$ cat config.mk
export PLATFORM = sky130hd
export DESIGN_NAME = dma_addr_seq
export DESIGN_NICKNAME = d
export VERILOG_FILES = /design/src/rtl/dma_seq_pkg.sv /design/src/rtl/dma_addr_side.sv /design/src/rtl/dma_beat_count.sv /design/src/rtl/dma_addr_seq.sv
export SDC_FILE = /design/constraint.sdc
export NUM_CORES = 1
export LEC_CHECK = 0
export ABC_AREA = 0
export BUFFER_PORTS_ARGS = -buffer_cell sky130_fd_sc_hd__buf_4
export CORE_ASPECT_RATIO = 1.25
export CORE_MARGIN = 8
export CORE_UTILIZATION = 33
export CTS_CLUSTER_SIZE = 14
export DETAILED_ROUTE_END_ITERATION = 8
export GPL_TIMING_DRIVEN = 0
export SKIP_CTS_REPAIR_TIMING = 1
export SLEW_MARGIN = 20
export SYNTH_ARGS = -nofsm -noshare
export SYNTH_HDL_FRONTEND = slang
export SYNTH_SLANG_ARGS = --single-unit
$ cat constraint.sdc
create_clock -name clk -period 4 [get_ports clk]
set_input_delay 0.4 -clock clk [delete_from_list [all_inputs] [get_ports clk]]
set_output_delay 0.4 -clock clk [all_outputs]
set_load 0.05 [all_outputs]
$ cat src/rtl/dma_seq_pkg.sv
package dma_seq_pkg;

  typedef enum logic {
    AM_LINEAR = 1'b0,
    AM_CIRC   = 1'b1
  } addr_mode_e;

  // byte span of one beat for a width code; codes 2 and 3 both mean a word
  function automatic logic [2:0] beat_bytes(input logic [1:0] code);
    case (code)
      2'd0:    beat_bytes = 3'd1;
      2'd1:    beat_bytes = 3'd2;
      default: beat_bytes = 3'd4;
    endcase
  endfunction

endpackage

$ cat src/rtl/dma_addr_side.sv
module dma_addr_side
  import dma_seq_pkg::*;
#(
  parameter int ADDR_W = 32,
  parameter int BLK_W  = 8
) (
  input  logic              clk,
  input  logic              rst_n,
  input  logic              load,
  input  logic              step,
  input  logic              mode,
  input  logic              inc,
  input  logic              fixed_en,
  input  logic [1:0]        width,
  input  logic [ADDR_W-1:0] start,
  input  logic [BLK_W-1:0]  blk_len,
  output logic [ADDR_W-1:0] addr
);

  logic [BLK_W-1:0]  pos;
  logic [BLK_W:0]    pos_nx;
  logic [ADDR_W-1:0] delta;
  logic [ADDR_W-1:0] addr_lin;
  logic              is_circ;
  logic              is_fixed;
  logic              wrap;

  assign is_fixed = (addr_mode_e'(mode) == AM_CIRC) && fixed_en;
  assign is_circ  = (addr_mode_e'(mode) == AM_CIRC) && !fixed_en;
  assign delta    = ADDR_W'(beat_bytes(width));
  assign addr_lin = inc ? (addr + delta) : (addr - delta);
  assign pos_nx   = {1'b0, pos} + {{BLK_W{1'b0}}, 1'b1};
  // a zero block length compares as "already complete", i.e. acts as one
  assign wrap     = is_circ && (pos_nx >= {1'b0, blk_len});

  always_ff @(posedge clk or negedge rst_n) begin
    if (!rst_n) begin
      addr <= '0;
      pos  <= '0;
    end else if (load) begin
      addr <= start;
      pos  <= '0;
    end else if (step) begin
      if (is_fixed) begin
        addr <= addr;
      end else if (wrap) begin
        addr <= start;
        pos  <= '0;
      end else begin
        addr <= addr_lin;
        if (is_circ) pos <= pos_nx[BLK_W-1:0];
      end
    end
  end

  // fixed override pins a circular side
  p_fixed_hold_r6: assert property (@(posedge clk) disable iff (!rst_n)
    (step && !load && mode && fixed_en) |=> $stable(addr));

  // a linear side always moves on a beat
  p_lin_moves_r4: assert property (@(posedge clk) disable iff (!rst_n)
    (step && !load && !mode) |=> (addr != $past(addr)));

  // a wrap lands on the start address
  p_wrap_start_r5: assert property (@(posedge clk) disable iff (!rst_n)
    (step && !load && wrap) |=> (addr == $past(start)));

endmodule

$ cat src/rtl/dma_beat_count.sv
module dma_beat_count #(
  parameter int CNT_W = 16
) (
  input  logic             clk,
  input  logic             rst_n,
  input  logic             en_we,
  input  logic             en_val,
  input  logic             step,
  input  logic             auto_reload,
  input  logic [CNT_W-1:0] size,
  output logic [CNT_W-1:0] cnt,
  output logic             active,
  output logic             done,
  output logic             start_load,
  output logic             reload
);

  localparam logic [CNT_W-1:0] ONE = CNT_W'(1);

  logic last;
  logic size_nz;

  assign last       = step && (cnt == ONE);
  assign size_nz    = (size != '0);
  assign reload     = last && auto_reload;
  assign start_load = en_we && en_val;

  always_ff @(posedge clk or negedge rst_n) begin
    if (!rst_n) begin
      cnt    <= '0;
      active <= 1'b0;
      done   <= 1'b0;
    end else begin
      done <= last;
      if (en_we) begin
        if (en_val) begin
          cnt    <= size;
          active <= size_nz;
        end else begin
          active <= 1'b0;
        end
      end else if (step) begin
        if (cnt == ONE) begin
          if (auto_reload) begin
            cnt    <= size;
            active <= size_nz;
          end else begin
            cnt    <= '0;
            active <= 1'b0;
          end
        end else begin
          cnt <= cnt - ONE;
        end
      end
    end
  end

  // an active channel always has beats left
  p_active_nonzero_r2: assert property (@(posedge clk) disable iff (!rst_n)
    active |-> (cnt != '0));

  // an idle channel with no enable write keeps its count and stays idle
  p_idle_hold_r3: assert property (@(posedge clk) disable iff (!rst_n)
    (!active && !en_we) |=> ($stable(cnt) && !active));

  // count goes down by one on a middle beat
  p_cnt_dec_r7: assert property (@(posedge clk) disable iff (!rst_n)
    (step && !en_we && cnt > ONE) |=> (cnt == $past(cnt) - ONE));

  // done only follows a count of one
  p_done_last_r8: assert property (@(posedge clk) disable iff (!rst_n)
    done |-> ($past(cnt) == ONE));

  // no reload means the channel stops
  p_stop_r9: assert property (@(posedge clk) disable iff (!rst_n)
    (last && !auto_reload && !en_we) |=> (!active && cnt == '0));

endmodule

$ cat src/rtl/dma_addr_seq.sv
module dma_addr_seq #(
  parameter int ADDR_W = 32,
  parameter int CNT_W  = 16,
  parameter int BLK_W  = 8
) (
  input  logic              clk,
  input  logic              rst_n,
  input  logic              cfg_src_mode,
  input  logic              cfg_src_inc,
  input  logic              cfg_dst_mode,
  input  logic              cfg_dst_inc,
  input  logic [1:0]        cfg_width,
  input  logic              cfg_fixed_en,
  input  logic              cfg_auto_reload,
  input  logic [ADDR_W-1:0] cfg_src_start,
  input  logic [ADDR_W-1:0] cfg_dst_start,
  input  logic [CNT_W-1:0]  cfg_size,
  input  logic [BLK_W-1:0]  cfg_blk_len,
  input  logic              en_we,
  input  logic              en_val,
  input  logic              beat_valid,
  output logic              beat_ready,
  output logic [ADDR_W-1:0] cur_src,
  output logic [ADDR_W-1:0] cur_dst,
  output logic [CNT_W-1:0]  cur_cnt,
  output logic              active,
  output logic              done
);

  logic beat_acc;
  logic start_load;
  logic reload;
  logic side_load;

  assign beat_ready = active;
  // an enable write owns the cycle; the beat waits
  assign beat_acc   = beat_valid && active && !en_we;
  assign side_load  = start_load || reload;

  dma_beat_count #(.CNT_W(CNT_W)) u_count (
    .clk        (clk),
    .rst_n      (rst_n),
    .en_we      (en_we),
    .en_val     (en_val),
    .step       (beat_acc),
    .auto_reload(cfg_auto_reload),
    .size       (cfg_size),
    .cnt        (cur_cnt),
    .active     (active),
    .done       (done),
    .start_load (start_load),
    .reload     (reload)
  );

  dma_addr_side #(.ADDR_W(ADDR_W), .BLK_W(BLK_W)) u_src (
    .clk     (clk),
    .rst_n   (rst_n),
    .load    (side_load),
    .step    (beat_acc),
    .mode    (cfg_src_mode),
    .inc     (cfg_src_inc),
    .fixed_en(cfg_fixed_en),
    .width   (cfg_width),
    .start   (cfg_src_start),
    .blk_len (cfg_blk_len),
    .addr    (cur_src)
  );

  dma_addr_side #(.ADDR_W(ADDR_W), .BLK_W(BLK_W)) u_dst (
    .clk     (clk),
    .rst_n   (rst_n),
    .load    (side_load),
    .step    (beat_acc),
    .mode    (cfg_dst_mode),
    .inc     (cfg_dst_inc),
    .fixed_en(cfg_fixed_en),
    .width   (cfg_width),
    .start   (cfg_dst_start),
    .blk_len (cfg_blk_len),
    .addr    (cur_dst)
  );

  // beats offered while idle leave the addresses alone
  p_idle_addr_r3: assert property (@(posedge clk) disable iff (!rst_n)
    (!active && !en_we) |=> ($stable(cur_src) && $stable(cur_dst)));

  // a reload restores the start addresses
  p_reload_start_r10: assert property (@(posedge clk) disable iff (!rst_n)
    (reload && !en_we) |=> (cur_src == $past(cfg_src_start) && cur_dst == $past(cfg_dst_start)));

endmodule

---- After elaboration in Yosys (flattened, before gate mapping) ----
Cells that the tools add are included.
storage, ports and cells
  register bits after elaboration ......... 98
  latch bits .............................. 0
  bits in writable memories ............... 0
  bits in read-only memories .............. 0
  bits of input ports ..................... 101
  output and inout port bits .............. 83
  logic and storage cells ................. 79
  memories ................................ 0
cells by class
  add/sub/neg operators ................... 7
  $mul .................................... 0
  divide/modulo/power cells ............... 0
  magnitude comparators ................... 2
  equal/unequal tests ..................... 5
  shifts and indexed selects .............. 0
  muxes and demuxes ....................... 31
  bitwise logic cells ..................... 0
  reductions and logical operators ........ 27
operator list
  operator                 number
  $mux W32                 10
  $mux W16                 5
  $mux W8                  10
  $add A32 B3 Y32          2
  $sub A32 B3 Y32          2
  $add A8 B1 Y9 const B    2
  $ge A9 B8 Y1             2
  $eq A16 B1 Y1 const B    1
  $reduce_bool A16 Y1      1
  $sub A16 B1 Y16 const B  1
  $logic_and A1 B1 Y1      11
  $reduce_and A2 Y1        4
  $pmux W3 S2              1
  $reduce_and A3 Y1        2
  $reduce_bool A2 Y1       3
  $reduce_bool A3 Y1       2
  $mux W1                  5
  $ne A2 B2 Y1 const B     2
  $eq A2 B1 Y1 const B     1
  $logic_not A1 Y1         2
  $logic_not A2 Y1         1
  $ne A2 B1 Y1 const B     1
  $logic_or A1 B1 Y1       1

---- Logic depth before layout (Yosys ltp) ----
Gate-level depths: netlist of run 1.
  depth after elaboration ................. 8
  depth in mapped cells ................... 16
  gate-level depth less buffers ........... 16

---- By module ----
From an unflattened synthesis of run 1, not the netlist that was laid out.
second synthesis, totals
  cell total of the unflattened synthesis .. 1,114
  area, all modules ....................... 8,952.3 µm²
by module, submodules not included
  module                 times used  cells an instance  area an instance (µm²)  sequential area each (µm²)
  dma_addr_side (u_src)  1           504                3,906.2                 1,001.0
  dma_addr_side (u_dst)  1           476                3,838.7                 1,001.0
  dma_beat_count         1           131                1,184.9                 450.4
  dma_addr_seq           1           3                  22.5                    0.0

---- Worst setup path after synthesis of run 1 ----
OpenSTA, ideal clock, no wires.
  path type ............................... input port to flip-flop
  start ................................... input cfg_width[0]
  end ..................................... register u_src.addr[30]
  data arrival time ....................... 3.308 ns
  required time ........................... 3.873 ns
  path slack .............................. 0.565 ns
  cell stages on the path ................. 15
  path buffers ............................ 0
  cell sequence ........................... nor2b_1 > inv_1 > ha_1 > mux2_2 > fa_1 > a21oi_1 > o22ai_1 > o21ai_0 > a211o_1 > nand3_1 > a31oi_1 > o21ai_0 > a311oi_1 > mux2i_1 > nand3_1
between the ends
  cells in the longest elaborated chain, start to end .. 8
  elaborated cells on any way between the ends .. 10
  those cells by class .................... add/sub (2); eq/ne (1); mux (6); reduce/logical (1)
RTL lines
  what                                                       line                 text
  start: declaration                                         dma_addr_seq.sv:12   input logic [1:0] cfg_width,
  $eq A2 B1 Y1 / $logic_not A2 Y1 (equally long branches)    dma_seq_pkg.sv:10    case (code)
  $pmux W3 S2 (*)                                            dma_seq_pkg.sv:10
  $sub A32 B3 Y32 / $add A32 B3 Y32 (equally long branches)  dma_addr_side.sv:31  assign addr_lin = inc ? (addr + delta) : (addr - delta);
  $mux W32 (*)                                               dma_addr_side.sv:31
  $mux W32 (*)                                               dma_addr_side.sv:46  end else if (wrap) begin
  $mux W32 (*)                                               dma_addr_side.sv:44  if (is_fixed) begin
  $mux W32 (*)                                               dma_addr_side.sv:43  end else if (step) begin
  $mux W32 (*)                                               dma_addr_side.sv:40  end else if (load) begin
  end signal: assignment                                     dma_addr_side.sv:41  addr <= start;
  end signal: assignment                                     dma_addr_side.sv:45  addr <= addr;
  end signal: assignment                                     dma_addr_side.sv:47  addr <= start;
  end: declaration                                           dma_addr_side.sv:17  output logic [ADDR_W-1:0] addr
Mark *: on every way between the ends. The rest lies on a longest branch, timed or not. The select of a mux whose other input is x is not followed.
A chain may end at the register's enable or synchronous reset.

---- Worst setup path in the final report of run 1 ----
  start ................................... input cfg_width[1]
  end ..................................... register u_dst.addr[31]
between the ends
  cells in the longest elaborated chain, start to end .. 8
  elaborated cells on any way between the ends .. 10
  those cells by class .................... add/sub (2); eq/ne (1); mux (6); reduce/logical (1)
RTL lines
  what                                                       line
  $eq A2 B1 Y1 / $logic_not A2 Y1 (equally long branches)    dma_seq_pkg.sv:10
  $pmux W3 S2 (*)                                            dma_seq_pkg.sv:10
  $sub A32 B3 Y32 / $add A32 B3 Y32 (equally long branches)  dma_addr_side.sv:31
  $mux W32 (*)                                               dma_addr_side.sv:31
  $mux W32 (*)                                               dma_addr_side.sv:46
  $mux W32 (*)                                               dma_addr_side.sv:44
  $mux W32 (*)                                               dma_addr_side.sv:43
  $mux W32 (*)                                               dma_addr_side.sv:40
  end signal: assignment                                     dma_addr_side.sv:41
  end signal: assignment                                     dma_addr_side.sv:45
  end signal: assignment                                     dma_addr_side.sv:47
  end: declaration                                           dma_addr_side.sv:17
Marked as above.

==> results of run 1 <==
kinds of logic (layout without fill, tap and decap cells):
group	after synthesis	count (layout)	share of synthesized area (%)
AOI/OAI and AO/OA	364	364	27.1
and+or+nand+nor	307	307	16.8
DFF	98	98	28.9
adders and majority gates	86	86	12.8
buffers and inverters	67	266	3.49
xor gates and xnor gates	65	65	6.70
muxes	35	35	4.17
worst max path at each step:
stage,to,slack (ns),cells after the start
6_report,u_dst.addr[31],0.24,16
3_3_place_gp,u_src.addr[30],-0.23,16
2_1_floorplan,u_src.addr[30],0.57,15
5_1_grt,u_src.addr[30],-0.002,16
4_1_cts,u_src.addr[30],0.01,16
3_5_place_dp,u_src.addr[30],-0.38,16
through the flow:
stage                     power (W)  worst slack, ns  hold slack, ns  TNS [ns]  std cells
after floorplan             0.00568            0.565           0.104         0       1022
after global placement      0.00705           -0.233           0.495    -0.618       1540
after detailed placement    0.00710           -0.379           0.506     -1.44       1540
after CTS                   0.00809           0.0113           0.209         0       1556
after global routing        0.00871         -0.00189           0.221  -0.00189       1556
final                       0.00805            0.237           0.148         0       1556
flip-flops by register name (all words and copies together), names as in the netlist:
name	flops
u_count.active	1
u_count.cnt	16
u_count.done	1
u_dst.addr	32
u_dst.pos	8
u_src.addr	32
u_src.pos	8
cells in the mapped netlist (3+ instances only):
cell type  count  area [sq um]
buf_4          4          30.0
a211o_1        3          26.3
nand2b_1      11          68.8
o21bai_1      10          75.1
clkbuf_1      21          78.8
inv_1         28           105
and3_1        16           100
nand4_1        6          37.5
buf_2         12          60.1
nand3_1       22           110
mux2i_1       32           320
dfrtp_1       98          2450
o21ai_0      131           656
a21o_1        30           225
ha_1          84          1050
a31oi_1       12          75.1
nand2_1      108           405
a211oi_1      11          82.6
nor2_1        86           323
a32oi_1        4          35.0
nor4_1         8          50.1
xor2_1        24           210
o21a_1         9          67.6
a21oi_1       94           470
and2_1         7          43.8
or2_2          6          37.5
nor3_1        16          80.1
mux2_2         3          33.8
xnor2_1       41           359
o41ai_1        3          26.3
a22oi_1       11          82.6
nor2b_1        9          56.3
a31o_2         5          43.8
final cells by class:
cell class / instances / area (sq um) / area share [%]
clock buffers: 12 / 256 / 2.41
multi-input cells: 857 / 5770 / 54.3
inverters: 28 / 109 / 1.02
clock inverters: 4 / 48.8 / 0.459
flip-flops and latches: 98 / 2450 / 23.1
plain buffers: 39 / 191 / 1.80
repair buffers: 183 / 1380 / 13.0
well taps: 335 / 419 / 3.94
worst max-delay path: stages:
cell and delay, ns:
buf_4 0.12, nor2_2 0.23, inv_1 0.11, ha_1 0.30
mux2_2 0.30, ha_1 0.31, a211oi_1 0.08, o21a_1 0.22
nor4_1 0.56, o21a_1 0.24, nor2_1 0.07, a21oi_1 0.21
a41o_1 0.29, nor3_1 0.07, o32ai_1 0.31, o2111ai_1 0.15
cells in the final DEF (no fill, tap or decap), types with 7 or more instances in the layout:
cell / count
xnor2_1: 41
clkbuf_16: 9
xor2_1: 24
and2_1: 7
nor3_1: 16
nor2b_1: 8
buf_2: 12
a31oi_1: 11
a22oi_1: 11
nor2_1: 85
o21ai_0: 130
and3_1: 16
ha_1: 84
o21a_1: 9
inv_1: 26
o21bai_1: 10
nand2_1: 108
nor4_1: 8
nand2b_1: 11
clkbuf_1: 22
buf_4: 186
nand3_1: 22
a21o_1: 30
a211oi_1: 11
mux2i_1: 32
a21oi_1: 94
dfrtp_1: 98
power groups by stage:
stage	clock network [W]	logic, W	registers (W)
after floorplan	0	0.00286	0.00282
after global placement	0	0.00531	0.00173
after detailed placement	0	0.00536	0.00174
after CTS	0.000978	0.00539	0.00172
after global routing	0.00101	0.00592	0.00178
final	0.000946	0.00538	0.00172
routing by layer:
metal	vias to the layer above	routed length, microns	global-route usage (%)
li1	4132	-	-
met3	27	1610	4.00
met2	243	13000	29.6
met1	3911	12100	21.0
met4	0	535	5.81
met5	-	0	0
==> impl_metrics.tcl, run 1 <==
set metrics [dict create \
    fp.dieArea_sq_mm 0.0312 \
    intPower_w 0.00390 \
    drcViolationCount 0 \
    path_class "in2reg" \
    grt.total_usage_pct 17.3 \
    antenna_found_initial 0 \
    grt_pass1_wl_microns 44200 \
    hold_path.class "in2async" \
    startpoint "cfg_width[1]" \
    yosysWarnings 0 \
    ys_async_sr_fraction_pct 100 \
    cts_sinks 98 \
    wl_microns 27300 \
    crit_path_end_kind "flop" \
    fp-row-count 65 \
    r2r_end "u_src.addr[30]" \
    antenna_cells 0 \
    fin_crit_ns 3.76 \
    fillers 2589 \
    grt_overflow 0 \
    nets 1403 \
    area_delta_synth_final_pct 25.0 \
    startpoint_type "input port" \
    clkLatencyLatePin_ns 0.36 \
    ioPinCount 184 \
    place.gp.congestion 0.881 \
    fmax_ghz 0.266 \
    drive_gt1_share_pct 21.0 \
    die_y_microns 195 \
    first_pass_iters 5 \
    numCtsBuffers 9 \
    drtAntennaViolNets 0 \
    cts_tree "built" \
    arrival_ns 3.99 \
    ys.flop_type "dfrtp_1" \
    core_area_sq_mm 0.0253 \
    h-tree-depth 3 \
    fp.dieW_microns 160 \
    rr_worst_depth 12 \
    setup_viol 0 \
    synth_area_sq_mm 0.00850 \
    clockRootBuffer "clkbuf_16" \
    synth_edf_count 0 \
    cellPowerDensity_mw_per_mm2 758 \
    status "finished, final reports clean" \
    cp_max_fo 4 \
    clockPowerShare_pct 11.7 \
    seqPwrFrac_pct 21.4 \
    power.switching_w 0.00415 \
    skew_ns 0.0156 \
    routed_via_density 5.34 \
    grt_pass1_vias 8609 \
    seq_area_frac_synth_pct 28.9 \
    io_buffers 183 \
    drv_slew 0 \
    slew_headroom_pct 43.3 \
    reg2reg_slack_ns 0.73 \
    synth_cells 1022 \
    tightest_slew_ns 0.851 \
    start_util_pct 33.6 \
    worstPathRequired_ns 4.23 \
    clkTransAtPathRegs_ns 0.07 \
    syn-num-nets 1209 \
    drt-initial-drc-count 331 \
    final_core_util_pct 42.0 \
    place_area_sq_mm 0.0103 \
    swShare_pct 51.5 \
    hold_viol 0 \
    maxCapViolCount 0 \
    fin_crit_sh_pct 94.1 \
    synth.distinct_cells 74 \
    r2r-start "u_src.addr[0]" \
    clock_path_buffers 2 \
    syn_area_per_cell_sq_um 8.32 \
    ys_ff_latch 98 \
    combPwrFrac_pct 66.9 \
    power_leakage_nw 5.09 \
    grt_max_degree 99 \
    finish.instance_area_sq_mm 0.0106 \
    wl_per_cell_microns 17.5 \
    irDropWorstVdd_uv 324 \
    hpwl_microns 21100 \
    vias 8313 \
]
Note: power is estimated with default switching activity, not from simulation.
==> inputs of run 2 (changes only) <==
Settings changed: CTS_BUF_LIST set to sky130_fd_sc_hd__clkbuf_8.
==> run 2 against run 1 <==
Routed wire length decreased by 0.31%. First-iteration DRC count grew 4.8%. Global-route usage barely moved. Sequential power about the same. Critical path depth unchanged. Critical endpoint unchanged.
==> impl_metrics.tcl, run 2 (same netlist as run 1, synthesis figures left out) <==
set metrics [dict create \
    fin_crit_sh_pct 93.1 \
    numCtsBuffers 9 \
    crit_end "u_dst.addr[31]" \
    io_buffers 183 \
    grt.met2_usage_pct 29.7 \
    fp-row-count 65 \
    cp_cell_sequence "buf_4 > nor2_2 > inv_1 > ha_1 > mux2_2 > ha_1 > a211oi_1 > o21a_1 > nor4_1 > o21a_1 > nor2_1 > a21oi_1 > a41o_1 > nor3_1 > o32ai_1 > o2111ai_1" \
    path_class "in2reg" \
    grt.total_usage_pct 17.3 \
    drt-initial-drc-count 347 \
    startpoint_type "input port" \
    rsz0062_at_grt "no" \
    setup_viol 0 \
    clock_path_buffers 2 \
    r2r_end "u_src.addr[30]" \
    met1_usage_pct 21.0 \
    place.gp.congestion 0.881 \
    worstPathRequired_ns 4.26 \
    fin_crit_ns 3.73 \
    grt_max_degree 99 \
    slew_headroom_pct 43.4 \
    status "finished, final reports clean" \
    h-tree-depth 3 \
    fmax_ghz 0.268 \
    wl_per_cell_microns 17.5 \
    start_util_pct 33.6 \
    area_delta_synth_final_pct 23.8 \
    antenna_found_initial 0 \
    irDropWorstVdd_uv 318 \
    cts_tree "built" \
    cts_sinks 98 \
    stdcell_count 1556 \
    startpoint "cfg_width[1]" \
    dp.cells 1540 \
    top_usage_layer "met2" \
    clkLatencyLatePin_ns 0.39 \
    reg2reg_slack_ns 0.73 \
    first_pass_iters 7 \
    drtAntennaViolNets 0 \
    top_regs "u_dst.addr (32), u_src.addr (32), u_count.cnt (16)" \
    grt_pass1_vias 8585 \
    clkTransAtPathRegs_ns 0.11 \
    grtUsageMet3_pct 3.91 \
    wl_microns 27200 \
    nets 1403 \
    fp.dieW_microns 160 \
    finish.instance_area_sq_mm 0.0105 \
    fillers 2601 \
    tns_ns 0 \
    drcViolationCount 0 \
    place_area_sq_mm 0.0103 \
    cp_max_fo 4 \
    antenna_cells 0 \
    final_cell_mix "186 x buf_4, 130 x o21ai_0, 108 x nand2_1" \
    dpl_worst_slack_ns -0.379 \
    grt_overflow 0 \
    vias 8284 \
    slowest_delay_ns 0.57 \
    drv_slew 0 \
    arrival_ns 3.99 \
    ioPinCount 184 \
    hpwl_microns 21100 \
    hold_viol 0 \
    cellPowerDensity_mw_per_mm2 743 \
    drive_gt1_share_pct 21.0 \
    final_common_cell "buf_4" \
    worst_path_max_delay_cell "nor4_1" \
    skew_ns 0.0225 \
    setup_slack_ns 0.274 \
    die_y_microns 195 \
    maxCapViolCount 0 \
    hold_path.class "in2async" \
    fp.dieArea_sq_mm 0.0312 \
    clockRootBuffer "clkbuf_8" \
    whs_ns 0.113 \
    core_area_sq_mm 0.0253 \
    power_leakage_nw 5.05 \
    crit_path_end_kind "flop" \
    grt_pass1_wl_microns 44200 \
    r2r-start "u_src.addr[0]" \
    tightest_slew_ns 0.849 \
    routed_via_density 5.32 \
    rr_worst_depth 12 \
]
[run 2: changes by cell type in the layout (fill, tap and decap cells not counted), sizes merged]
cell,change
inv,+1
clkbuf,-1
[run 2: stage by stage]
step,util [%],total power (W)
2_1_floorplan,-,0.00568
3_3_place_gp,40.7,0.00705
3_5_place_dp,40.7,0.00710
4_1_cts,41.5,0.00786
5_1_grt,41.6,0.00848
6_report,41.6,0.00782
[run 2: report_power, final]
group,internal (W),switching [W]
combinational,0.00204,0.00334
sequential,0.00134,0.000378
clock,0.000323,0.000397
[run 2: cell type report]
class / count / area [sq um] / share of cell area (%)
Buffer: 39 / 191 / 1.82
Clock buffer: 11 / 151 / 1.44
Clock inverter: 5 / 52.6 / 0.499
Inverter: 28 / 109 / 1.03
Multi-Input combinational cell: 857 / 5770 / 54.8
Sequential cell: 98 / 2450 / 23.3
Tap cell: 335 / 419 / 3.98
Timing Repair Buffer: 183 / 1380 / 13.1
[run 2: critical path: cells and delay by family]
kind / cells / cell delay [ns]
buffers and inverters: 2 / 0.23
AO/OA/AOI/OAI: 7 / 1.50
AND/OR/NAND/NOR: 4 / 0.94
multiplexers: 1 / 0.30
adder cells (fa/ha/maj): 2 / 0.61
[run 2: layer usage]
layer | part of all wire [%] | wire length, microns
met1 | 44 | 12100
met5 | 0 | 0
met2 | 48 | 13000
met4 | 1.8 | 478
met3 | 5.9 | 1600
[run 2: worst min path at each step]
stage / from / endpoint / cells past startpoint
3_5_place_dp: u_src.addr[20] / u_src.addr[20] / 2
6_report: rst_n / u_dst.addr[19] / 1
2_1_floorplan: rst_n / u_count.active / 0
4_1_cts: rst_n / u_dst.addr[19] / 1
5_1_grt: rst_n / u_dst.addr[17] / 1
3_3_place_gp: u_src.addr[0] / u_src.addr[0] / 2
==> inputs of run 3 (changes only) <==
Settings changed: GPL_TIMING_DRIVEN 0 to 1, REMOVE_ABC_BUFFERS set to 1.
==> run 3 against run 2 <==
Core utilization decreased by 0.11 points. Fmax increased by 5.6%. Die area unchanged. First-iteration DRC count decreased by 7.5%. Sequential power about the same. Register-to-register slack about the same. Total power increased by 0.14%. Clock skew decreased by 0.0069 ns. Flip-flop and latch count unchanged. Combinational power increased by 0.9%. Largest cell class unchanged.
==> impl_metrics.tcl, run 3 (same netlist as run 1, synthesis figures left out) <==
set metrics [dict create \
    status "finished, final reports clean" \
    irDropWorstVdd_uv 315 \
    first_pass_iters 5 \
    clock_path_buffers 2 \
    grt.met2_usage_pct 29.9 \
    clockPowerShare_pct 8.3 \
    fmax_ghz 0.283 \
    fp.dieW_microns 160 \
    drcViolationCount 0 \
    startpoint_type "input port" \
    hp-start "cfg_dst_start[11]" \
    final_core_util_pct 41.5 \
    skew_ns 0.0156 \
    cpLargestDelayFamily "compound AO/OA/AOI/OAI gates" \
    maxCapViolCount 0 \
    hold_path.class "in2reg" \
    setup_viol 0 \
    grt_overflow 0 \
    grt_max_degree 61 \
    cts_sinks 98 \
    tns_ns 0 \
    wl_microns 26300 \
    drv_slew 0 \
    numCtsBuffers 9 \
    drtAntennaViolNets 0 \
    startpoint "cfg_width[1]" \
    swShare_pct 53.4 \
    clkLatencyLatePin_ns 0.40 \
    vias 8165 \
    rsz0062_at_grt "no" \
    start_util_pct 33.6 \
    whs_ns 0.235 \
    slew_headroom_pct 46.3 \
    clkTransAtPathRegs_ns 0.11 \
    wl_per_cell_microns 17.1 \
    worst_path_max_delay_cell "fa_1" \
    fillers 2611 \
    top_usage_layer "met2" \
    path_class "in2reg" \
    io_buffers 183 \
    worstPathBufferInverterCount 2 \
    clockRootBuffer "clkbuf_8" \
    h-tree-depth 3 \
    dpl_worst_slack_ns 0.0243 \
    power.switching_w 0.00418 \
    hpwl_microns 21000 \
    drive_gt1_share_pct 21.5 \
    grt.total_usage_pct 16.8 \
    tightest_slew_ns 0.804 \
    drt-initial-drc-count 321 \
    final_common_cell "buf_4" \
    fp-row-count 65 \
    crit_path_end_kind "flop" \
    cp_max_fo 3 \
    fin_crit_sh_pct 88.2 \
    fp.dieArea_sq_mm 0.0312 \
    fin_crit_ns 3.53 \
    ioPinCount 184 \
    grtUsageMet3_pct 4.10 \
    setup_slack_ns 0.472 \
    cts_tree "built" \
    combPwrFrac_pct 69.3 \
    power_leakage_nw 5.04 \
    seqPwrFrac_pct 22.3 \
    slowest_delay_ns 0.43 \
    hold_viol 0 \
    top_regs "u_dst.addr (32), u_src.addr (32), u_count.cnt (16)" \
    met1_usage_pct 19.2 \
    antenna_cells 0 \
    r2r-start "u_dst.pos[0]" \
    die_y_microns 195 \
    routed_via_density 5.30 \
    nets 1388 \
    antenna_found_initial 0 \
    cp_cell_sequence "buf_4 > nor2b_1 > inv_1 > ha_1 > mux2_2 > fa_1 > a21oi_1 > o22ai_1 > o21ai_0 > a211o_1 > nand3_1 > a31oi_1 > o21ai_0 > a311oi_1 > mux2i_1 > nand3_1" \
    grt_pass1_vias 8262 \
    arrival_ns 3.81 \
    area_delta_synth_final_pct 23.5 \
    grt_pass1_wl_microns 43000 \
    power_w 0.00783 \
    core_area_sq_mm 0.0253 \
    place.gp.congestion 0.931 \
    cellPowerDensity_mw_per_mm2 746 \
    final_cell_mix "206 x buf_4, 131 x o21ai_0, 108 x nand2_1" \
    worstPathRequired_ns 4.28 \
    intPower_w 0.00365 \
]
[run 3: changes by cell type in the layout (fill, tap and decap cells not counted), sizes merged]
cell         delta
buf             +6
inv             +2
clkinvlp        +2
clkbuf         -23
dlygate4sd3     +1
clkinv          -2
bufinv          -1
[run 3: metrics by stage]
step | cell area (sq um) | instances
final | 10500 | 1541
after global routing | 10500 | 1541
after CTS | 10500 | 1540
after detailed placement | 10300 | 1524
after global placement | 10300 | 1524
after floorplan | 8310 | 983
[run 3: area by class of cell]
cell class | count | area (sq um) | share of cell area (%)
well taps | 335 | 419 | 3.99
multi-input cells | 857 | 5780 | 55.0
repair buffers | 207 | 1560 | 14.8
inverters | 28 | 105 | 1.00
clock inverters | 6 | 48.8 | 0.465
flip-flops and latches | 98 | 2450 | 23.4
clock buffers | 10 | 138 | 1.31
[run 3: final timing paths]
check	depth (start not counted)	slack (ns)	end
worst max-delay path	16	0.47	u_src.addr[30]
worst min-delay path	3	0.24	u_dst.addr[11]
worst max register to register	12	0.74	u_dst.addr[31]
worst min register to register	2	0.53	u_src.addr[11]
max in group asynchronous	3	2.58	u_src.pos[1]
min in group asynchronous	2	0.47	u_dst.addr[31]
[run 3: power groups by stage]
| stage | registers (W) | logic, W | clock network (W) |
|---|---|---|---|
| 2_1_floorplan | 0.00283 | 0.00283 | 0 |
| 3_3_place_gp | 0.00177 | 0.00539 | 0 |
| 3_5_place_dp | 0.00177 | 0.00543 | 0 |
| 4_1_cts | 0.00175 | 0.00545 | 0.000693 |
| 5_1_grt | 0.00181 | 0.00594 | 0.000727 |
| 6_report | 0.00175 | 0.00543 | 0.000654 |
[run 3: layer usage]
metal  wire, microns  up-vias
met5               0        -
met4             592        0
met3            1450       39
met2           13200      190
met1           11100     3840
li1                -     4096
[run 3: worst min-delay path, cell delays in order]
cell and delay, ns:
buf_4 0.08, a22oi_1 0.06, o21ai_0 0.07
